==> config.mk <==
export PLATFORM = sky130hd
export DESIGN_NAME = tlb_inval_engine
export DESIGN_NICKNAME = d
export VERILOG_FILES = /design/src/rtl/tlb_inval_engine.sv
export SDC_FILE = /design/constraint.sdc
export NUM_CORES = 1
export LEC_CHECK = 0
export CORE_MARGIN = 3
export CORE_UTILIZATION = 55
export CTS_BUF_LIST = sky130_fd_sc_hd__clkbuf_4 sky130_fd_sc_hd__clkbuf_8
export DETAILED_ROUTE_END_ITERATION = 10
export PLACE_DENSITY_LB_ADDON = 0.25
export SLEW_MARGIN = 25
export SYNTH_ARGS = -nofsm -noshare
export SYNTH_HDL_FRONTEND = slang
export SYNTH_SLANG_ARGS = --single-unit
==> constraint.sdc <==
create_clock -name clk -period 3.2 [get_ports clk]
set_clock_uncertainty 0.2 [all_clocks]
set_input_delay 0.64 -clock clk [delete_from_list [all_inputs] [get_ports clk]]
set_output_delay 0.64 -clock clk [all_outputs]
set_load 0.02 [all_outputs]
==> src/rtl/tlb_inval_engine.sv <==
module tlb_inval_engine #(
  parameter int N_ENTRIES = 8,
  parameter int ASID_W = 8,
  localparam int IW = (N_ENTRIES > 1) ? $clog2(N_ENTRIES) : 1
) (
  input  logic              clk,
  input  logic              rst_n,
  input  logic              req_valid,
  input  logic              req_write,
  input  logic              req_priv,
  input  logic [2:0]        req_opc1,
  input  logic [3:0]        req_crn,
  input  logic [3:0]        req_crm,
  input  logic [2:0]        req_opc2,
  input  logic [31:0]       req_data,
  output logic              req_ack,
  output logic              req_undef,
  input  logic              irq,
  output logic              sweep_aborted,
  output logic              pf_flush,
  input  logic              ld_en,
  input  logic [IW-1:0]     ld_idx,
  input  logic              ld_lock,
  input  logic              ld_global,
  input  logic [ASID_W-1:0] ld_asid,
  input  logic [19:0]       ld_vpn,
  input  logic [1:0]        ld_size,
  input  logic [IW-1:0]     peek_idx,
  output logic              peek_valid
);

  logic [N_ENTRIES-1:0] e_valid, e_lock, e_glob, kill;
  logic [ASID_W-1:0]    e_asid [N_ENTRIES];
  logic [19:0]          e_vpn  [N_ENTRIES];
  logic [1:0]           e_size [N_ENTRIES];

  logic              busy;
  logic [IW-1:0]     sw_idx;
  logic [ASID_W-1:0] sw_asid;

  wire accept = req_valid && !busy;
  wire legal  = req_write && req_priv && req_opc1 == 3'd0 && req_crn == 4'd8 &&
                req_crm >= 4'd5 && req_crm <= 4'd7 && req_opc2 <= 3'd2;
  wire do_all  = accept && legal && req_opc2 == 3'd0;
  wire do_va   = accept && legal && req_opc2 == 3'd1;
  wire do_asid = accept && legal && req_opc2 == 3'd2;

  wire [19:0]       va_arg   = req_data[31:12];
  wire [ASID_W-1:0] asid_arg = req_data[ASID_W-1:0];

  wire sweep_step = busy && !irq;
  wire sweep_last = sweep_step && sw_idx == IW'(N_ENTRIES - 1);

  always_comb begin
    for (int i = 0; i < N_ENTRIES; i++) begin
      logic [19:0] mask;
      mask = (e_size[i] == 2'd2) ? 20'hFFF00 :
             (e_size[i] == 2'd1) ? 20'hFFFF0 : 20'hFFFFF;
      kill[i] = (do_all && !e_lock[i]) ||
                (do_va && ((e_vpn[i] ^ va_arg) & mask) == 20'd0 &&
                 (e_glob[i] || e_asid[i] == asid_arg)) ||
                (sweep_step && sw_idx == IW'(i) && e_asid[i] == sw_asid && !e_glob[i]);
    end
  end

  always_ff @(posedge clk or negedge rst_n) begin
    if (!rst_n) e_valid <= '0;
    else
      for (int i = 0; i < N_ENTRIES; i++)
        if (ld_en && ld_idx == IW'(i)) e_valid[i] <= 1'b1;
        else if (kill[i])              e_valid[i] <= 1'b0;
  end

  always_ff @(posedge clk)
    for (int i = 0; i < N_ENTRIES; i++)
      if (ld_en && ld_idx == IW'(i)) begin
        e_lock[i] <= ld_lock;
        e_glob[i] <= ld_global;
        e_asid[i] <= ld_asid;
        e_vpn[i]  <= ld_vpn;
        e_size[i] <= ld_size;
      end

  always_ff @(posedge clk or negedge rst_n) begin
    if (!rst_n) begin
      busy <= 1'b0; sw_idx <= '0; sw_asid <= '0;
      req_ack <= 1'b0; req_undef <= 1'b0; sweep_aborted <= 1'b0; pf_flush <= 1'b0;
    end else begin
      req_ack       <= do_all || do_va || sweep_last;
      req_undef     <= accept && !legal;
      sweep_aborted <= busy && irq;
      pf_flush      <= do_all;
      if (do_asid) begin
        busy <= 1'b1; sw_idx <= '0; sw_asid <= asid_arg;
      end else if (busy && (irq || sweep_last)) begin
        busy <= 1'b0;
      end else if (sweep_step) begin
        sw_idx <= sw_idx + 1'b1;
      end
    end
  end

  assign peek_valid = e_valid[peek_idx];

  p_resp_excl_r2: assert property (@(posedge clk) disable iff (!rst_n)
    $onehot0({req_ack, req_undef, sweep_aborted}));
  p_undef_keeps_r2: assert property (@(posedge clk) disable iff (!rst_n)
    req_undef && !$past(ld_en) |-> $stable(e_valid));
  p_flush_ack_r5: assert property (@(posedge clk) disable iff (!rst_n)
    pf_flush |-> req_ack);
  p_busy_no_ack_r7: assert property (@(posedge clk) disable iff (!rst_n)
    busy |-> !req_ack);
  p_idx_range_r7: assert property (@(posedge clk) disable iff (!rst_n)
    busy |-> sw_idx <= IW'(N_ENTRIES - 1));
  p_abort_idle_r8: assert property (@(posedge clk) disable iff (!rst_n)
    sweep_aborted |-> !busy && $past(irq));
  p_ignore_busy_r9: assert property (@(posedge clk) disable iff (!rst_n)
    busy && req_valid |=> !req_undef && !pf_flush);

endmodule

# == Word-level counts from Yosys, hierarchy flattened ==
# Memories as Yosys holds them, arrays and structs flattened.
# Index checks and enable logic that the tools add are counted.
# word_totals
mem_bits_rw,240
inputBits,91
ff_bits,40
out_inout_bits,5
wordCells,384
n_memories,3
# mem_list
memory,words,width,read_ports,rd_ports_with_merged_regs,wr,line,source
e_vpn,8,20,8,0,1,34,logic [19:0] e_vpn [N_ENTRIES];
e_asid,8,8,8,0,1,33,logic [ASID_W-1:0] e_asid [N_ENTRIES];
e_size,8,2,8,0,1,35,logic [1:0] e_size [N_ENTRIES];
# classes
reduce_logical,161
mux,118
n_lt_le_gt_ge,4
n_addsub,1
n_eq_ne,50
n_bitwise,16
# op_table
operator,count
AND 20 bit,8
logical NOT 20 bit,8
XOR 20 bit,8
two-way mux 20 bit,7
OR reduction 20 bit,7
== test 8 bit,16
two-way mux 8 bit,15
two-way mux 3 bit,24
logical AND 1 bit,71
two-way mux 1 bit,56
OR reduction 8 bit,7
two-way mux 4 bit,8
logical OR 1 bit,27
== test 3 bit (second input constant),8
nonzero test 2 bit,10
logical NOT 1 bit,19
== test 2 x 1 -> 1 bit (second input constant),8
== test 2 bit (second input constant),8
== test 3 x 2 -> 1 bit (second input constant),5
two-way mux 2 bit,7
OR reduction 2 bit,7
logical NOT 3 bit,4
== test 3 x 1 -> 1 bit (second input constant),3
== test 4 bit (second input constant),1
8 further kinds,8

# == Longest topological paths before layout ==
# Gate-level depths: netlist of run 1.
# depth
depth_word,14
ltp_mapped,6
ltp_nobuf,6

# == Worst setup path after synthesis of run 1 ==
# No wires, ideal clock.
# synth_path
kind,input port to flip-flop
start,in ld_idx[2]
end,reg e_valid[1]
path_buffers,0
t_arrival_ps,3865
stages,5
path_slack_ps,-931
setup_time_ps,66
path_cell_list,nand2b_1 nor3b_1 nor4_1 o2111ai_1 o31a_1
# synth_between
elab_chain_cells,3
word_cells_on_any_way,4
cone_classes,1 x eq/ne; 1 x mux; 2 x reduce/logical
# synth_lines
item,line,source
"start, declared",22,"input logic [IW-1:0] ld_idx,"
== test 3 x 1 -> 1 bit *,70,if (ld_en && ld_idx == IW'(i)) e_valid[i] <= 1'b1;
logical AND 1 bit *,70,
two-way mux 1 bit or nonzero test 2 bit (tied branches),--,
"end signal, assigned",67,if (!rst_n) e_valid <= '0;
"end signal, assigned by index",70,
"end signal, assigned by index",71,else if (kill[i]) e_valid[i] <= 1'b0;
"end, declared",32,"logic [N_ENTRIES-1:0] e_valid, e_lock, e_glob, kill;"
# Mark *: on every way between the ends. The rest lies on a longest branch, timed or not.
# A chain may end at the register's enable or synchronous reset.

# == Worst setup path in the final report of run 1 ==
# layout_path
start,in peek_idx[0]
end,out peek_valid
# layout_between
elab_chain_cells,2
# layout_lines
item,line,source
"start, declared",28,"input logic [IW-1:0] peek_idx,"
binary-select mux 1 bit (select 3 bit),103,assign peek_valid = e_valid[peek_idx];
two-way mux 1 bit (not written as such),103,
"end, declared",29,output logic peek_valid
# No other way between the ends. The select of a mux whose other input is x is not followed.

==> impl_metrics.py, run 1 <==
metrics = {
    "status": {
        "run_status": "complete, no violations",
    },
    "synth": {
        "synth_nets": 936,
        "dominantRegCellSynth": "edfxtp_1",
        "synth_top_cells_by_area": "edfxtp_1 61%, xor2_1 12%, xnor2_1 8.5%",
        "yosys_warnings": 0,
        "netlist.top_cell.by_area": "edfxtp_1",
        "synthMuxAreaShare": 0.0124,
        "post_synth_simple_gate_area": 0.0675,
        "yosys_register_bits": 280,
        "mean_cell_area_of_the_mapped_netlist_um2": 15.2,
        "netlist_instances": 831,
        "synth_adder_area_share": 0.0139,
        "synth_xor_xnor_area_share": 0.201,
        "asyncSetResetFlopFracSynth": 0.0857,
        "synth_cell_type_count": 45,
        "synth_enable_flop_cells": 256,
        "ys_seq_area_frac": 0.657,
        "synth_top_family_by_area": "XOR/XNOR gates",
        "yosysTopAreaCellShare": 0.609,
        "synth-compound-area-share": 0.0293,
        "syn-cell-area_mm2": 0.0126,
    },
    "timing": {
        "tns_ns": 0,
        "slew_viol_final": 0,
        "hold-worst-slack_ns": 0.256,
        "setup-violations-final": 0,
        "worst-slew-pin-transition_ns": 0.653,
        "final.period_utilization": 0.964,
        "max-slew-margin-rel": 0.564,
        "hold_violations": 0,
        "rsz_0062_raised_after_global_routing": "false",
        "period_needed_ns": 3.08,
        "final_critical_path_setup_slack_ns": 0.116,
        "max_clock_freq_ghz": 0.324,
    },
    "clocking": {
        "clk_path_buf_depth": 3,
        "path_clk_slew_ns": 0.06,
        "cts.repair_timing.setup_buffer_count": 0,
        "cts_tree": "yes",
        "htree_levels": 2,
        "cts_root_buf": "clkbuf_8",
        "number_of_gates_resized_after_cts": 1,
        "cts_sinks": 280,
        "clock_insertion_delay_at_the_later_pin_of_the_skew_report_ns": 0.56,
        "postCtsHoldBufs": 0,
        "cts_made_buffers": 46,
    },
    "final_layout": {
        "multi_input_comb_area_mm2": 0.00415,
        "seq_area_mm2": 0.00829,
        "antenna_diodes": 0,
        "filler_cell_count": 1538,
        "final_layout_size_suffix_gt1_frac": 0.148,
        "synthToLayoutAreaGrowth_pct": 19.6,
        "layout.nets": 1093,
        "final_cell_area_mm2": 0.0151,
    },
    "run": {
        "drv.max_cap_violation_count": 0,
    },
    "grt": {
        "grt_first_pass_wirelength_um": 42700,
        "globalRouteOverflowTotal": 0,
        "largest_net_degree_at_the_start_of_global_routing": 34,
        "grt.total_usage": 0.233,
        "antenna_found_initial": 0,
        "number_of_global_route_vias_before_repair": 7475,
    },
    "worst_setup_path": {
        "reg2reg_from": "e_vpn[0][29]$_DFFE_PP_",
        "setup.worst_path.end_class": "output port",
        "path_cells": "clkdlybuf4s50_1 -> mux4_2 -> mux2_2 -> dlygate4sd2_1",
        "crit_path_max_incr_delay_ns": 0.52,
        "timing.critical_path.slowest_stage_cell": "clkdlybuf4s50_1",
        "crit_type": "in -> out",
        "cp-start-kind": "input pin",
        "cp.arrival_ns": 2.24,
        "crit-reg2reg-capture": "e_valid[1]$_DFFE_PN0P_",
        "worst_ep_required_time_ns": 2.36,
        "worst-r2r-cell-count": 5,
        "cp_max_fo": 2,
        "r2r_setup_slack_ns": 1.05,
    },
    "routing": {
        "dr.first_iter.drc_count": 544,
        "ant_nets": 0,
        "avgViaCountPerCell": 5.57,
        "tritonroute_pass_1_iters": 4,
        "drt_drc_violations_left": 0,
        "totalWireLength_um": 28300,
        "avgRoutedWirePerCell_um": 21.7,
        "via_count": 7258,
    },
    "floorplan": {
        "boundaryPins": 96,
        "floorplan.initialDensity": 0.569,
        "dieHeight_um": 157,
        "dieWidth_um": 157,
        "core_area_mm2": 0.0222,
        "total_die_area_mm2": 0.0248,
        "num_rows": 54,
    },
    "placed_design": {
        "port-buffer-count": 91,
        "dp.final_hpwl_um": 19900,
        "place_ws_ns": -0.116,
        "place_congestion": 0.877,
        "placed_cell_area_mm2": 0.0142,
    },
    "power_and_ir_drop": {
        "fin_total_pwr_uw": 7820,
        "peak_vdd_ir_v": 0.000401,
        "leakagePower_uw": 0.00515,
        "pwr_density_cell_mw_per_mm2": 518,
    },
    "hold_path": {
        "holdCritPathClass": "in -> async",
    },
}
-- report_power, final --
part / total, uW / leakage (uW) / internal, uW / switching (uW)
Sequential: 4170 / 0.00262 / 4120 / 53.5
Clock: 3040 / 0.000477 / 1670 / 1370
Combinational: 615 / 0.00206 / 286 / 329
Total: 7820 / 0.00515 / 6070 / 1750
-- synth_stat cells (2+ instances only) --
master / number
o31a_1: 6
nor3b_1: 3
nor2b_1: 2
dfrtp_1: 24
o22ai_1: 2
buf_2: 38
mux4_2: 2
nor4_1: 36
o21ai_0: 2
o41ai_1: 7
a21oi_1: 14
o21bai_1: 4
xnor2_1: 122
nor3_1: 20
xor2_1: 167
mux2_2: 9
inv_1: 14
nand3_1: 3
nor4b_1: 3
nor2_1: 6
ha_1: 14
o31ai_1: 6
edfxtp_1: 256
nand3b_1: 6
nand2_1: 8
nand2b_1: 3
and4_1: 2
o2111ai_1: 6
nand4_1: 30
-- registers in the layout, summed over array words and instances, names as in the netlist, 3 cells and up --
register	flops
e_lock	8
e_size	16
e_glob	8
sw_asid	8
e_vpn	160
sw_idx	3
e_asid	64
e_valid	8
-- critical path: cells and delay by family --
kind,cells,cell delay (ns)
buf+inv,2,0.84
mux,2,0.76
-- per-layer routing --
metal  global-route usage  vias to the layer above  wire length, um
met5                    0                        -                0
li1                     -                     3378                -
met2                0.372                      266            13400
met3               0.0404                       91             1640
met4                0.126                        0             1480
met1                0.307                     3523            11800
-- cell families after synthesis --
family / after synthesis
xor+xnor: 289
flops: 280
simple gates: 133
buf+inv: 52
compound gates: 51
fa+ha+maj: 14
mux: 12
-- per-stage QoR --
step,utilization,cells
floorplan,-,831
global placement,0.640,1220
detailed placement,0.640,1220
CTS,0.681,1303
global route,0.681,1303
finish,0.681,1303
-- final cells by class --
| cell class | instances | share of cell area |
|---|---|---|
| clock buffer | 68 | 0.0554 |
| clock inverter | 15 | 0.00448 |
| inverter | 14 | 0.00348 |
| multi-input combinational | 499 | 0.275 |
| sequential | 280 | 0.549 |
| tap | 280 | 0.0232 |
| timing repair buffer | 147 | 0.0890 |
-- worst max path at each step --
stage / end / start / slack (ns) / depth (start not counted)
global placement: peek_valid / peek_idx[0] / -0.12 / 4
floorplan: e_valid[3]$_DFFE_PN0P_ / ld_idx[2] / 0.19 / 5
finish: peek_valid / peek_idx[0] / 0.12 / 4
global route: peek_valid / peek_idx[0] / 0.05 / 4
detailed placement: peek_valid / peek_idx[0] / -0.12 / 4
CTS: peek_valid / peek_idx[0] / 0.1 / 4
-- cell usage in the layout (no fill, tap or decap), types with 4 or more instances in the layout --
cell type,n
edfxtp_1,256
xor2_1,167
xnor2_1,122
clkdlybuf4s50_1,90
buf_4,55
clkbuf_8,52
nor4_1,36
nand4_1,30
dfrtp_1,24
nor3_1,18
clkbuf_4,16
inv_1,14
a21oi_1,14
ha_1,14
clkinv_1,11
mux2_2,9
nand2_1,8
o41ai_1,7
o2111ai_1,6
nand3b_1,6
o31ai_1,6
o31a_1,6
o21bai_1,4
Note: power is estimated with default switching activity, not from simulation.
==> run 2, diff against run 1 <==
- PLACE_DENSITY: not set -> 0.78
- PLACE_DENSITY_LB_ADDON: 0.25 -> not set
==> run 2 against run 1 <==
- wire length grew 3.5%
- via count increased by 2.1%
- non-clock buffer count increased by 2
- total power increased by 1.0%
- combinational power is essentially flat
- worst setup slack got worse by 0.030 ns
- critical endpoint unchanged
- largest cell class unchanged
==> impl_metrics.py, run 2 (synthesis gave the netlist of run 1 again) <==
metrics = {
    "status": {
        "run_status": "complete, no violations",
    },
    "final_layout": {
        "largest_reg_flops": 160,
        "final_cell_count_no_fill": 1306,
        "synthToLayoutAreaGrowth_pct": 19.9,
        "reg_top3": "e_vpn: 160 flops, e_asid: 64 flops, e_size: 16 flops",
        "antenna_diodes": 0,
        "mostFrequentLayoutCells": "256 x edfxtp_1, 167 x xor2_1, 122 x xnor2_1",
        "filler_cell_count": 1519,
        "most_common_cell_after_layout_fill_and_taps_aside": "edfxtp_1",
        "final_layout_size_suffix_gt1_frac": 0.151,
        "layout.nets": 1094,
        "register_name_with_the_most_flops": "e_vpn",
    },
    "grt": {
        "largest_net_degree_at_the_start_of_global_routing": 34,
        "globalRouteOverflowTotal": 0,
        "grt_first_pass_wirelength_um": 44200,
        "grt.total_usage": 0.241,
        "number_of_global_route_vias_before_repair": 7666,
        "antenna_found_initial": 0,
    },
    "placed_design": {
        "numPlacedInstances": 1222,
        "port-buffer-count": 91,
        "dp.final_hpwl_um": 20600,
        "place_ws_ns": -0.140,
        "place_congestion": 0.883,
    },
    "timing": {
        "final.period_utilization": 0.973,
        "worst-slew-pin-transition_ns": 0.608,
        "slew_viol_final": 0,
        "hold-worst-slack_ns": 0.248,
        "rsz_0062_raised_after_global_routing": "false",
        "setup-violations-final": 0,
        "final_critical_path_setup_slack_ns": 0.0860,
        "max-slew-margin-rel": 0.594,
        "hold_violations": 0,
        "max_clock_freq_ghz": 0.321,
        "period_needed_ns": 3.11,
    },
    "power_and_ir_drop": {
        "peak_vdd_ir_v": 0.000379,
        "pwr-share-clk": 0.394,
        "power.switching_uw": 1800,
        "combPwrFrac": 0.078,
        "power.share.switching": 0.228,
        "pwr_density_cell_mw_per_mm2": 523,
        "seqPwrFrac": 0.528,
        "p_int_uw": 6100,
        "leakagePower_uw": 0.00518,
    },
    "clocking": {
        "clock_insertion_delay_at_the_later_pin_of_the_skew_report_ns": 0.57,
        "cts_tree": "yes",
        "cts_sinks": 280,
        "path_clk_slew_ns": 0.06,
        "cts.repair_timing.setup_buffer_count": 0,
        "cts_made_buffers": 45,
        "htree_levels": 2,
        "clk_path_buf_depth": 3,
        "cts_root_buf": "clkbuf_8",
    },
    "worst_setup_path": {
        "cp-start-kind": "input pin",
        "setup.worst_path.end_class": "output port",
        "path_cells": "clkdlybuf4s50_1 -> mux4_2 -> mux2_2 -> dlygate4sd2_1",
        "cp_max_fo": 2,
        "crit_path_max_incr_delay_ns": 0.53,
        "crit_type": "in -> out",
        "timing.critical_path.slowest_stage_cell": "clkdlybuf4s50_1",
        "cp.arrival_ns": 2.27,
        "worst_ep_required_time_ns": 2.36,
    },
    "routing": {
        "avgViaCountPerCell": 5.67,
        "totalWireLength_um": 29300,
        "dr_wl_met3_um": 1560,
        "route.met2.wl_um": 14100,
        "avgRoutedWirePerCell_um": 22.5,
        "ant_nets": 0,
        "via_count": 7409,
        "top_signal_layer_used": "met4",
        "met1Wirelength_um": 12400,
        "tritonroute_pass_1_iters": 5,
        "dr.first_iter.drc_count": 597,
        "drt_drc_violations_left": 0,
    },
    "floorplan": {
        "dieWidth_um": 157,
        "dieHeight_um": 157,
        "num_rows": 54,
        "core_area_mm2": 0.0222,
        "total_die_area_mm2": 0.0248,
        "boundaryPins": 96,
        "floorplan.initialDensity": 0.569,
    },
    "hold_path": {
        "holdCritPathClass": "in -> async",
    },
    "run": {
        "drv.max_cap_violation_count": 0,
    },
}
[run 2: cell types whose count changed in the layout (fill, tap and decap cells not counted), sizes merged]
| cell | previous run | this run |
|---|---|---|
| clkinvlp | 1 | 0 |
| buf | 56 | 58 |
| clkinv | 14 | 19 |
| clkbuf | 68 | 62 |
| bufinv | 0 | 1 |
| inv | 14 | 16 |
[run 2: metrics by stage]
step | setup TNS [ns] | util | instance area (um2) | total power, uW
floorplan | 0 | - | 12600 | 4550
global placement | -0.124 | 0.641 | 14200 | 4850
detailed placement | -0.140 | 0.641 | 14200 | 4870
CTS | 0 | 0.682 | 15100 | 7950
global route | 0 | 0.682 | 15100 | 8170
finish | 0 | 0.682 | 15100 | 7900
[run 2: timing repair]
| action | 4_1_cts | 5_1_grt |
|---|---|---|
| hold endpoints to repair | 0 | 0 |
| gates resized for setup | 1 | 0 |
| hold buffers | 0 | 0 |
| endpoints found under the setup margin | 1 | 0 |
[run 2: cell type report]
type,instances,area (um2),share of cell area
flip-flops and latches,280,8290,0.548
multi-input cells,499,4150,0.275
repair buffers,149,1360,0.0898
clock buffers,62,791,0.0523
well taps,280,350,0.0232
clock inverters,22,133,0.00877
inverters,14,52.6,0.00347
[run 2: critical path: cells and delay by family]
family                 cells  cell delay, ns
buffers and inverters      2            0.85
multiplexers               2            0.78
[run 2: power by group through the flow]
stage          Sequential [uW]  Combinational (uW)  Clock, uW
4_1_cts                   4170                 621       3160
5_1_grt                   4180                 664       3330
3_5_place_dp              4250                 617          0
3_3_place_gp              4240                 605          0
6_report                  4170                 616       3110
2_1_floorplan             4240                 309          0
[run 2: per-layer routing]
layer | global-route usage | vias up
li1 | - | 3381
met1 | 0.317 | 3691
met2 | 0.394 | 269
met3 | 0.0421 | 68
met4 | 0.111 | 0
met5 | 0 | -
[run 2: worst paths after layout]
path	from	to	slack, ns	cells past startpoint
max in group asynchronous	rst_n	pf_flush$_DFF_PN0_	2.27	2
min in group clk	busy$_DFFE_PN0P_	sweep_aborted$_DFF_PN0_	0.36	1
hold reg to reg	busy$_DFFE_PN0P_	sweep_aborted$_DFF_PN0_	0.36	1
setup reg to reg	e_vpn[0][49]$_DFFE_PP_	e_valid[2]$_DFFE_PN0P_	1.06	5
hold / removal	rst_n	sw_asid[1]$_DFFE_PN0P_	0.25	2
setup / recovery	peek_idx[0]	peek_valid	0.09	4
